===== src/rtl/sqrt_pkg.sv =====
package sqrt_pkg;

   typedef enum logic [1:0] {
      ACC_BYTE = 2'b00,
      ACC_HALF = 2'b01,
      ACC_WORD = 2'b10
   } acc_size_e;

   localparam int unsigned REG_CTRL   = 0;
   localparam int unsigned REG_ROOT   = 1;
   localparam int unsigned REG_RAD_LO = 2;
   localparam int unsigned REG_RAD_HI = 3;

   localparam int unsigned CTRL_MODE_BIT = 0;
   localparam int unsigned CTRL_BUSY_BIT = 15;

endpackage


===== src/rtl/sqrt_step.sv =====
// One restoring radix-2 square-root digit decision.
module sqrt_step #(
   parameter int unsigned ROOT_W = 32
)(
   input  logic [ROOT_W+1:0] rem_i,
   input  logic [ROOT_W-1:0] root_i,
   input  logic [1:0]        pair_i,
   output logic [ROOT_W+1:0] rem_o,
   output logic [ROOT_W-1:0] root_o
);
   logic [ROOT_W+1:0] shifted;
   logic [ROOT_W+1:0] trial;

   always_comb begin
      shifted = {rem_i[ROOT_W-1:0], pair_i};
      trial   = {root_i, 2'b01};
      if (shifted >= trial) begin
         rem_o  = shifted - trial;
         root_o = {root_i[ROOT_W-2:0], 1'b1};
      end else begin
         rem_o  = shifted;
         root_o = {root_i[ROOT_W-2:0], 1'b0};
      end
   end
endmodule


===== src/rtl/sqrt_engine.sv =====
// Iterative square root, STEPS_PER_CYCLE root bits per clock.
module sqrt_engine #(
   parameter int unsigned RAD_W           = 64,
   parameter int unsigned STEPS_PER_CYCLE = 2
)(
   input  logic                 clk,
   input  logic                 rst_n,
   input  logic                 start_i,
   input  logic [RAD_W-1:0]     rad_i,
   output logic [RAD_W/2-1:0]   root_o,
   output logic                 done_o
);
   localparam int unsigned ROOT_W = RAD_W / 2;
   localparam int unsigned ITER   = ROOT_W / STEPS_PER_CYCLE;
   localparam int unsigned CNT_W  = $clog2(ITER + 1);
   localparam int unsigned SHIFT  = 2 * STEPS_PER_CYCLE;

   if ((RAD_W % 2) != 0) begin : g_bad_rad
      $error("sqrt_engine: RAD_W must be even");
   end
   if (STEPS_PER_CYCLE == 0 || (ROOT_W % STEPS_PER_CYCLE) != 0) begin : g_bad_steps
      $error("sqrt_engine: STEPS_PER_CYCLE must divide RAD_W/2");
   end

   logic [RAD_W-1:0]  rad_q;
   logic [ROOT_W+1:0] rem_q;
   logic [ROOT_W-1:0] root_q;
   logic [CNT_W-1:0]  cnt_q;

   logic [STEPS_PER_CYCLE:0][ROOT_W+1:0] rem_c;
   logic [STEPS_PER_CYCLE:0][ROOT_W-1:0] root_c;

   assign rem_c[0]  = rem_q;
   assign root_c[0] = root_q;

   for (genvar g = 0; g < STEPS_PER_CYCLE; g++) begin : g_chain
      sqrt_step #(.ROOT_W(ROOT_W)) i_step (
         .rem_i  (rem_c[g]),
         .root_i (root_c[g]),
         .pair_i (rad_q[RAD_W-1-2*g -: 2]),
         .rem_o  (rem_c[g+1]),
         .root_o (root_c[g+1])
      );
   end

   always_ff @(posedge clk or negedge rst_n) begin
      if (!rst_n) begin
         rad_q  <= '0;
         rem_q  <= '0;
         root_q <= '0;
         cnt_q  <= '0;
      end else if (start_i) begin
         rad_q  <= rad_i;
         rem_q  <= '0;
         root_q <= '0;
         cnt_q  <= CNT_W'(ITER);
      end else if (cnt_q != '0) begin
         rad_q  <= rad_q << SHIFT;
         rem_q  <= rem_c[STEPS_PER_CYCLE];
         root_q <= root_c[STEPS_PER_CYCLE];
         cnt_q  <= cnt_q - 1'b1;
      end
   end

   assign root_o = root_q;
   assign done_o = (cnt_q == '0);
endmodule


===== src/rtl/sqrt_timer.sv =====
// Fixed-latency busy window; expire_o marks the posting cycle.
module sqrt_timer #(
   parameter int unsigned LATENCY = 26
)(
   input  logic clk,
   input  logic rst_n,
   input  logic start_i,
   output logic busy_o,
   output logic expire_o
);
   localparam int unsigned CNT_W = $clog2(LATENCY + 1);

   if (LATENCY < 2) begin : g_bad_lat
      $error("sqrt_timer: LATENCY must be at least 2");
   end

   logic [CNT_W-1:0] cnt_q;
   logic             busy_q;

   always_ff @(posedge clk or negedge rst_n) begin
      if (!rst_n) begin
         cnt_q  <= '0;
         busy_q <= 1'b0;
      end else if (start_i) begin
         cnt_q  <= CNT_W'(LATENCY);
         busy_q <= 1'b1;
      end else if (busy_q) begin
         if (cnt_q == CNT_W'(1)) begin
            cnt_q  <= '0;
            busy_q <= 1'b0;
         end else begin
            cnt_q <= cnt_q - 1'b1;
         end
      end
   end

   assign busy_o   = busy_q;
   assign expire_o = busy_q && (cnt_q == CNT_W'(1));
endmodule


===== src/rtl/sqrt_copro.sv =====
module sqrt_copro
   import sqrt_pkg::*;
#(
   parameter int unsigned ADDR_W          = 4,
   parameter int unsigned DATA_W          = 32,
   parameter int unsigned RAD_W           = 64,
   parameter int unsigned LATENCY         = 26,
   parameter int unsigned STEPS_PER_CYCLE = 2
)(
   input  logic              clk,
   input  logic              rst_n,
   input  logic              bus_valid,
   input  logic              bus_write,
   input  logic [ADDR_W-1:0] bus_addr,
   input  logic [1:0]        bus_size,
   input  logic [DATA_W-1:0] bus_wdata,
   output logic [DATA_W-1:0] bus_rdata,
   output logic              access_err
);
   localparam int unsigned ROOT_W = RAD_W / 2;
   localparam int unsigned ITER   = ROOT_W / STEPS_PER_CYCLE;

   if (RAD_W != 2 * DATA_W) begin : g_bad_width
      $error("sqrt_copro: RAD_W must be twice DATA_W");
   end
   if (DATA_W <= CTRL_BUSY_BIT) begin : g_bad_data
      $error("sqrt_copro: DATA_W too narrow for the control layout");
   end
   if (ITER + 1 > LATENCY) begin : g_bad_lat
      $error("sqrt_copro: datapath cannot finish inside LATENCY");
   end
   if (ADDR_W < 2) begin : g_bad_addr
      $error("sqrt_copro: ADDR_W must reach four registers");
   end

   acc_size_e         acc_size;
   logic              sel_ctrl;
   logic              start_w;
   logic              bad_wr;
   logic              mode_q;
   logic [RAD_W-1:0]  rad_q;
   logic [RAD_W-1:0]  eng_rad;
   logic [ROOT_W-1:0] result_q;
   logic [ROOT_W-1:0] eng_root;
   logic              eng_done;
   logic              busy;
   logic              expire;
   logic              err_q;
   logic [DATA_W-1:0] ctrl_word;

   assign acc_size = acc_size_e'(bus_size);
   assign sel_ctrl = bus_valid && (bus_addr == ADDR_W'(REG_CTRL));
   assign start_w  = sel_ctrl && bus_write && (acc_size == ACC_HALF);
   assign bad_wr   = sel_ctrl && bus_write && (acc_size != ACC_HALF);

   // Mode of the new operation comes straight from the starting write.
   assign eng_rad = bus_wdata[CTRL_MODE_BIT] ? rad_q
                                             : {{(RAD_W-DATA_W){1'b0}}, rad_q[DATA_W-1:0]};

   sqrt_engine #(
      .RAD_W           (RAD_W),
      .STEPS_PER_CYCLE (STEPS_PER_CYCLE)
   ) i_engine (
      .clk     (clk),
      .rst_n   (rst_n),
      .start_i (start_w),
      .rad_i   (eng_rad),
      .root_o  (eng_root),
      .done_o  (eng_done)
   );

   sqrt_timer #(.LATENCY(LATENCY)) i_timer (
      .clk      (clk),
      .rst_n    (rst_n),
      .start_i  (start_w),
      .busy_o   (busy),
      .expire_o (expire)
   );

   always_ff @(posedge clk or negedge rst_n) begin
      if (!rst_n) begin
         mode_q   <= 1'b0;
         rad_q    <= '0;
         result_q <= '0;
         err_q    <= 1'b0;
      end else begin
         err_q <= bad_wr;
         if (start_w) begin
            mode_q   <= bus_wdata[CTRL_MODE_BIT];
            result_q <= '0;
         end else if (expire) begin
            result_q <= eng_root;
         end
         if (bus_valid && bus_write && (bus_addr == ADDR_W'(REG_RAD_LO))) begin
            rad_q[DATA_W-1:0] <= bus_wdata;
         end
         if (bus_valid && bus_write && (bus_addr == ADDR_W'(REG_RAD_HI))) begin
            rad_q[RAD_W-1:DATA_W] <= bus_wdata;
         end
      end
   end

   always_comb begin
      ctrl_word                = '0;
      ctrl_word[CTRL_MODE_BIT] = mode_q;
      ctrl_word[CTRL_BUSY_BIT] = busy;
   end

   always_comb begin
      bus_rdata = '0;
      if (bus_valid && !bus_write) begin
         case (bus_addr)
            ADDR_W'(REG_CTRL):   bus_rdata = (acc_size == ACC_HALF) ? ctrl_word : '0;
            ADDR_W'(REG_ROOT):   bus_rdata = result_q;
            ADDR_W'(REG_RAD_LO): bus_rdata = rad_q[DATA_W-1:0];
            ADDR_W'(REG_RAD_HI): bus_rdata = rad_q[RAD_W-1:DATA_W];
            default:             bus_rdata = '0;
         endcase
      end
   end

   assign access_err = err_q;
endmodule


===== config.mk =====
export PLATFORM = sky130hd
export DESIGN_NAME = sqrt_copro
export DESIGN_NICKNAME = d
export VERILOG_FILES = /design/src/rtl/sqrt_pkg.sv /design/src/rtl/sqrt_step.sv /design/src/rtl/sqrt_engine.sv /design/src/rtl/sqrt_timer.sv /design/src/rtl/sqrt_copro.sv
export SDC_FILE = /design/constraint.sdc
export NUM_CORES = 1
export LEC_CHECK = 0
export BUFFER_PORTS_ARGS = -buffer_cell sky130_fd_sc_hd__buf_2
export CORE_MARGIN = 3
export CORE_UTILIZATION = 40
export CTS_CLUSTER_SIZE = 8
export DETAILED_ROUTE_END_ITERATION = 10
export HOLD_SLACK_MARGIN = 0.03
export PLACE_DENSITY = 0.6
export RECOVER_POWER = 100
export SKIP_CTS_REPAIR_TIMING = 1
export SYNTH_ARGS = -nofsm -noshare
export SYNTH_HDL_FRONTEND = slang
export SYNTH_SLANG_ARGS = --single-unit

===== constraint.sdc =====
create_clock -name clk -period 4.8 [get_ports clk]
set_input_delay 0.24 -clock clk [delete_from_list [all_inputs] [get_ports clk]]
set_output_delay 0.24 -clock clk [all_outputs]
set_load 0.005 [all_outputs]

==> summary.md <==
| Metric | Value |
|---|---|
| Status | `finished, violations left` |
| Failing checks | `max-capacitance violations, max-slew violations, negative setup slack` |
| Cell Rows | `between 60 and 70` |
| Min Tclk post-route | `around 5200 ps` |
| Worst min path class | `primary input to register` |
| Post-synth EDFFs | `0` |
| Multiplexer share of the synthesized area | `0.0587` |
| Setup CP Type | `register to register` |
| Max stage delay cell, worst path | `dfrtp_1` |
| Post-Place Cells | `between 2000 and 2500` |
| Design area | `0.0197 mm²` |
| Cell depth of the worst hold path | `3` |
| Worst r2r src | `i_engine.rem_q[5]` |
| DIE HEIGHT | `between 150 and 200 µm` |
| ANT cells | `0` |
| DIE AREA | `between 0.03 and 0.04 mm²` |
| Placed cell area | `0.0178 mm²` |
| Number of synthesized register bits | `237` |
| Reg2reg path depth | `23` |
| Crit path capture type | `register` |
| Drt first pass iters | `9` |
| Simple-gate area share of the yosys netlist | `0.177` |
| GP Congestion | `between 0.9 and 1` |
| DP HPWL | `roughly 35000 µm` |
| Die width | `just under 200 µm` |
| Sequential share of the synthesized area | `0.402` |
| Number of max-cap violations | `2` |
| Setup Viol. Count Final | `33` |
| Reg-to-Reg End | `i_engine.rem_q[4]` |
| Synth Area in Compound Gates | `0.220` |
| Vias in the first global route | `14100` |
| Adder-cell share of the synthesized area | `0.0610` |
| Share of flip-flops with an asynchronous set or reset after synthesis | `1.00` |
| Clk_skew | `14.4 ps` |
| CTS tree | `done` |
| H-Tree Depth | `2` |
| WP buf/inv | `4` |
| Primary FF master, synth | `dfrtp_1` |
| Crit start category | `register` |
| Top layer in use | `met5` |
| Final setup margin | `-367 ps` |
| Clock slew at reported path FFs | `approximately 50 ps` |
| R2R setup slack | `-370 ps` |
| DR vias/cell | `approximately 5.7` |
| Worst-Margin Slew | `roughly 3000 ps` |
| Max Fclk | `194 MHz` |
| Core area | `around 0.036 mm²` |
| # clock sinks | `roughly 240` |
| Top cells by area, synth | `dfrtp_1, nand2_1, a21oi_1` |
| Layout Nets | `approximately 2200` |
| DR DRC count | `0` |
| Crit-path leading delay family | `compound AO/OA/AOI/OAI gates` |
| First-pass GRT wire length | `between 70000 and 80000 µm` |
| Worst setup path endpoint | `i_engine.rem_q[4]` |
| Clock Tree Root | `clkbuf_16` |
| Pin count of the biggest net entering global routing | `between 100 and 150` |
| Met3 wire length | `roughly 2900 µm` |
| Syn Inst Count | `about 1700` |
| Clock tree buffer depth | `3` |
| Layout Cells excl Fill | `between 2000 and 3000` |
| Yosys top cell area share | `0.402` |
| Crit-path cells | `ha_4 > buf_6 > nand4_1 > a21oi_2 > o2111ai_2 > a211o_1 > a211o_1 > a31oi_2 > a21o_1 > a21oi_2 > xor2_1 > o21ai_1 > ha_1 > nand4_1 > buf_4 > nor4_4 > buf_4 > nand4_1 > a21oi_4 > a21o_4 > buf_12 > mux2i_1 > a21oi_1` |
| Worst-path fanout max | `6` |
| Max incr delay on CP | `around 420 ps` |
| CP arrival | `roughly 5500 ps` |
| Critical Path RT | `5150 ps` |
| Start point of the critical path | `i_engine.rem_q[5]` |
| Remaining antenna violation count | `0` |
| Period utilization | `1.08` |
| Vias | `roughly 15000` |
| Latest clock arrival within the worst-skew pair | `roughly 520 ps` |
| I/O Buffers | `between 70 and 80` |
| Antenna violations before repair | `1` |
| Commonest cells in the netlist | `nand2_1, dfrtp_1, a21oi_1, nor2_1, clkbuf_1` |
| Most frequent CP cell | `nand4_1` |
| Mapped Area | `0.0148 mm²` |
| Inserted Clock Buffers | `35` |
| Overall Global Routing Usage | `0.243` |
| Initial Utilization | `0.410` |
| Area growth syn-to-layout | `33.7%` |
| Met1 Routed Length | `~22000 µm` |
| Wirelength, routed | `between 40000 and 50000 µm` |
| RSZ-0062 raised after global routing | `yes` |
| Post-synth top area cell | `dfrtp_1` |
| Worst slew margin | `-0.997` |
| IO Count | `75` |
| Largest family of logic cells by synthesized area | `compound AO/OA/AOI/OAI gates` |
| Ys Warns | `0` |
| Wire length per cell | `just under 20 µm` |
| Cell count along the critical path | `23` |
| Ratio of cells with drive above 1 in the final layout | `0.298` |
| Count leader, synth | `nand2_1` |
| GR Overflow Total | `0` |
| Mapped Nets | `1853` |
| Distinct cells, synth | `72` |
| Max-slew violations | `147` |
| Initial DRC Count | `about 1300` |
| Avg Cell Area, Syn | `8.49 µm²` |
| Post-Synth XOR/XNOR Area | `0.0338` |
| Fin. Hold Viols | `0` |
| Routed wire length on met2 | `23300 µm` |
## cell usage in the layout (no fill, tap or decap), types with 52 or more instances in the layout
cell type / instances
nand2_1: 331
a31oi_1: 72
a21oi_1: 184
ha_1: 60
buf_2: 71
buf_4: 329
inv_1: 52
mux2_2: 66
nor2_1: 126
dfrtp_1: 236
## registers in the layout, summed over array words and instances, names as in the netlist
signal and flops:
access_err 1, i_engine.cnt_q 5, i_engine.rad_q 64, i_engine.rem_q 32, i_engine.root_o 32, i_timer.busy_o 1, i_timer.cnt_q 5, mode_q 1
rad_q 64, result_q 32
## layout make-up
| cell class | instances | area [µm²] |
|---|---|---|
| Inverter | 54 | 203 |
| Clock buffer | 38 | 918 |
| Fill cell | 3353 | 16300 |
| Timing Repair Buffer | 457 | 3440 |
| Tap cell | 461 | 577 |
| Sequential cell | 237 | 5930 |
| Clock inverter | 2 | 25.0 |
| Multi-Input combinational cell | 1324 | 8640 |
## per-layer routing
layer	vias up	GRT usage
met2	499	0.391
li1	6945	-
met4	2	0.0658
met5	-	0
met3	90	0.0342
met1	7143	0.346
## per-stage QoR
| step | setup TNS (ps) | utilization | hold slack (ps) | setup slack (ps) |
|---|---|---|---|---|
| finish | -7420 | 0.548 | 37.0 | -367 |
| global placement | -9770 | 0.495 | 388 | -513 |
| floorplan | 0 | - | -55.6 | 9.64 |
| detailed placement | -11300 | 0.495 | 392 | -583 |
| global route | -12270 | 0.548 | 50.5 | -488 |
| CTS | -12580 | 0.521 | -146 | -614 |
## worst min path at each step
stage	start	endpoint	slack, ps
after floorplan	rst_n	access_err	-60
after global placement	rst_n	i_engine.rad_q[18]	390
after detailed placement	rst_n	rad_q[26]	390
after CTS	rst_n	rad_q[26]	-150
after global routing	bus_valid	access_err	50
final	bus_valid	access_err	40
## worst min-delay path, stage by stage
cell and delay, ps:
buf_2 140, nand2_1 80, nor3_1 50
## cells by family (layout without fill, tap and decap cells)
group / after synthesis / after routing
muxes: 78 / 78
adders and majority gates: 72 / 72
and+or+nand+nor: 602 / 602
xor gates and xnor gates: 57 / 57
buffers and inverters: 178 / 551
DFF: 237 / 237
AOI/OAI and AO/OA: 515 / 515
Power is not shown: default switching activity piles up to over one toggle a cycle in this logic, so the estimate is an artifact.
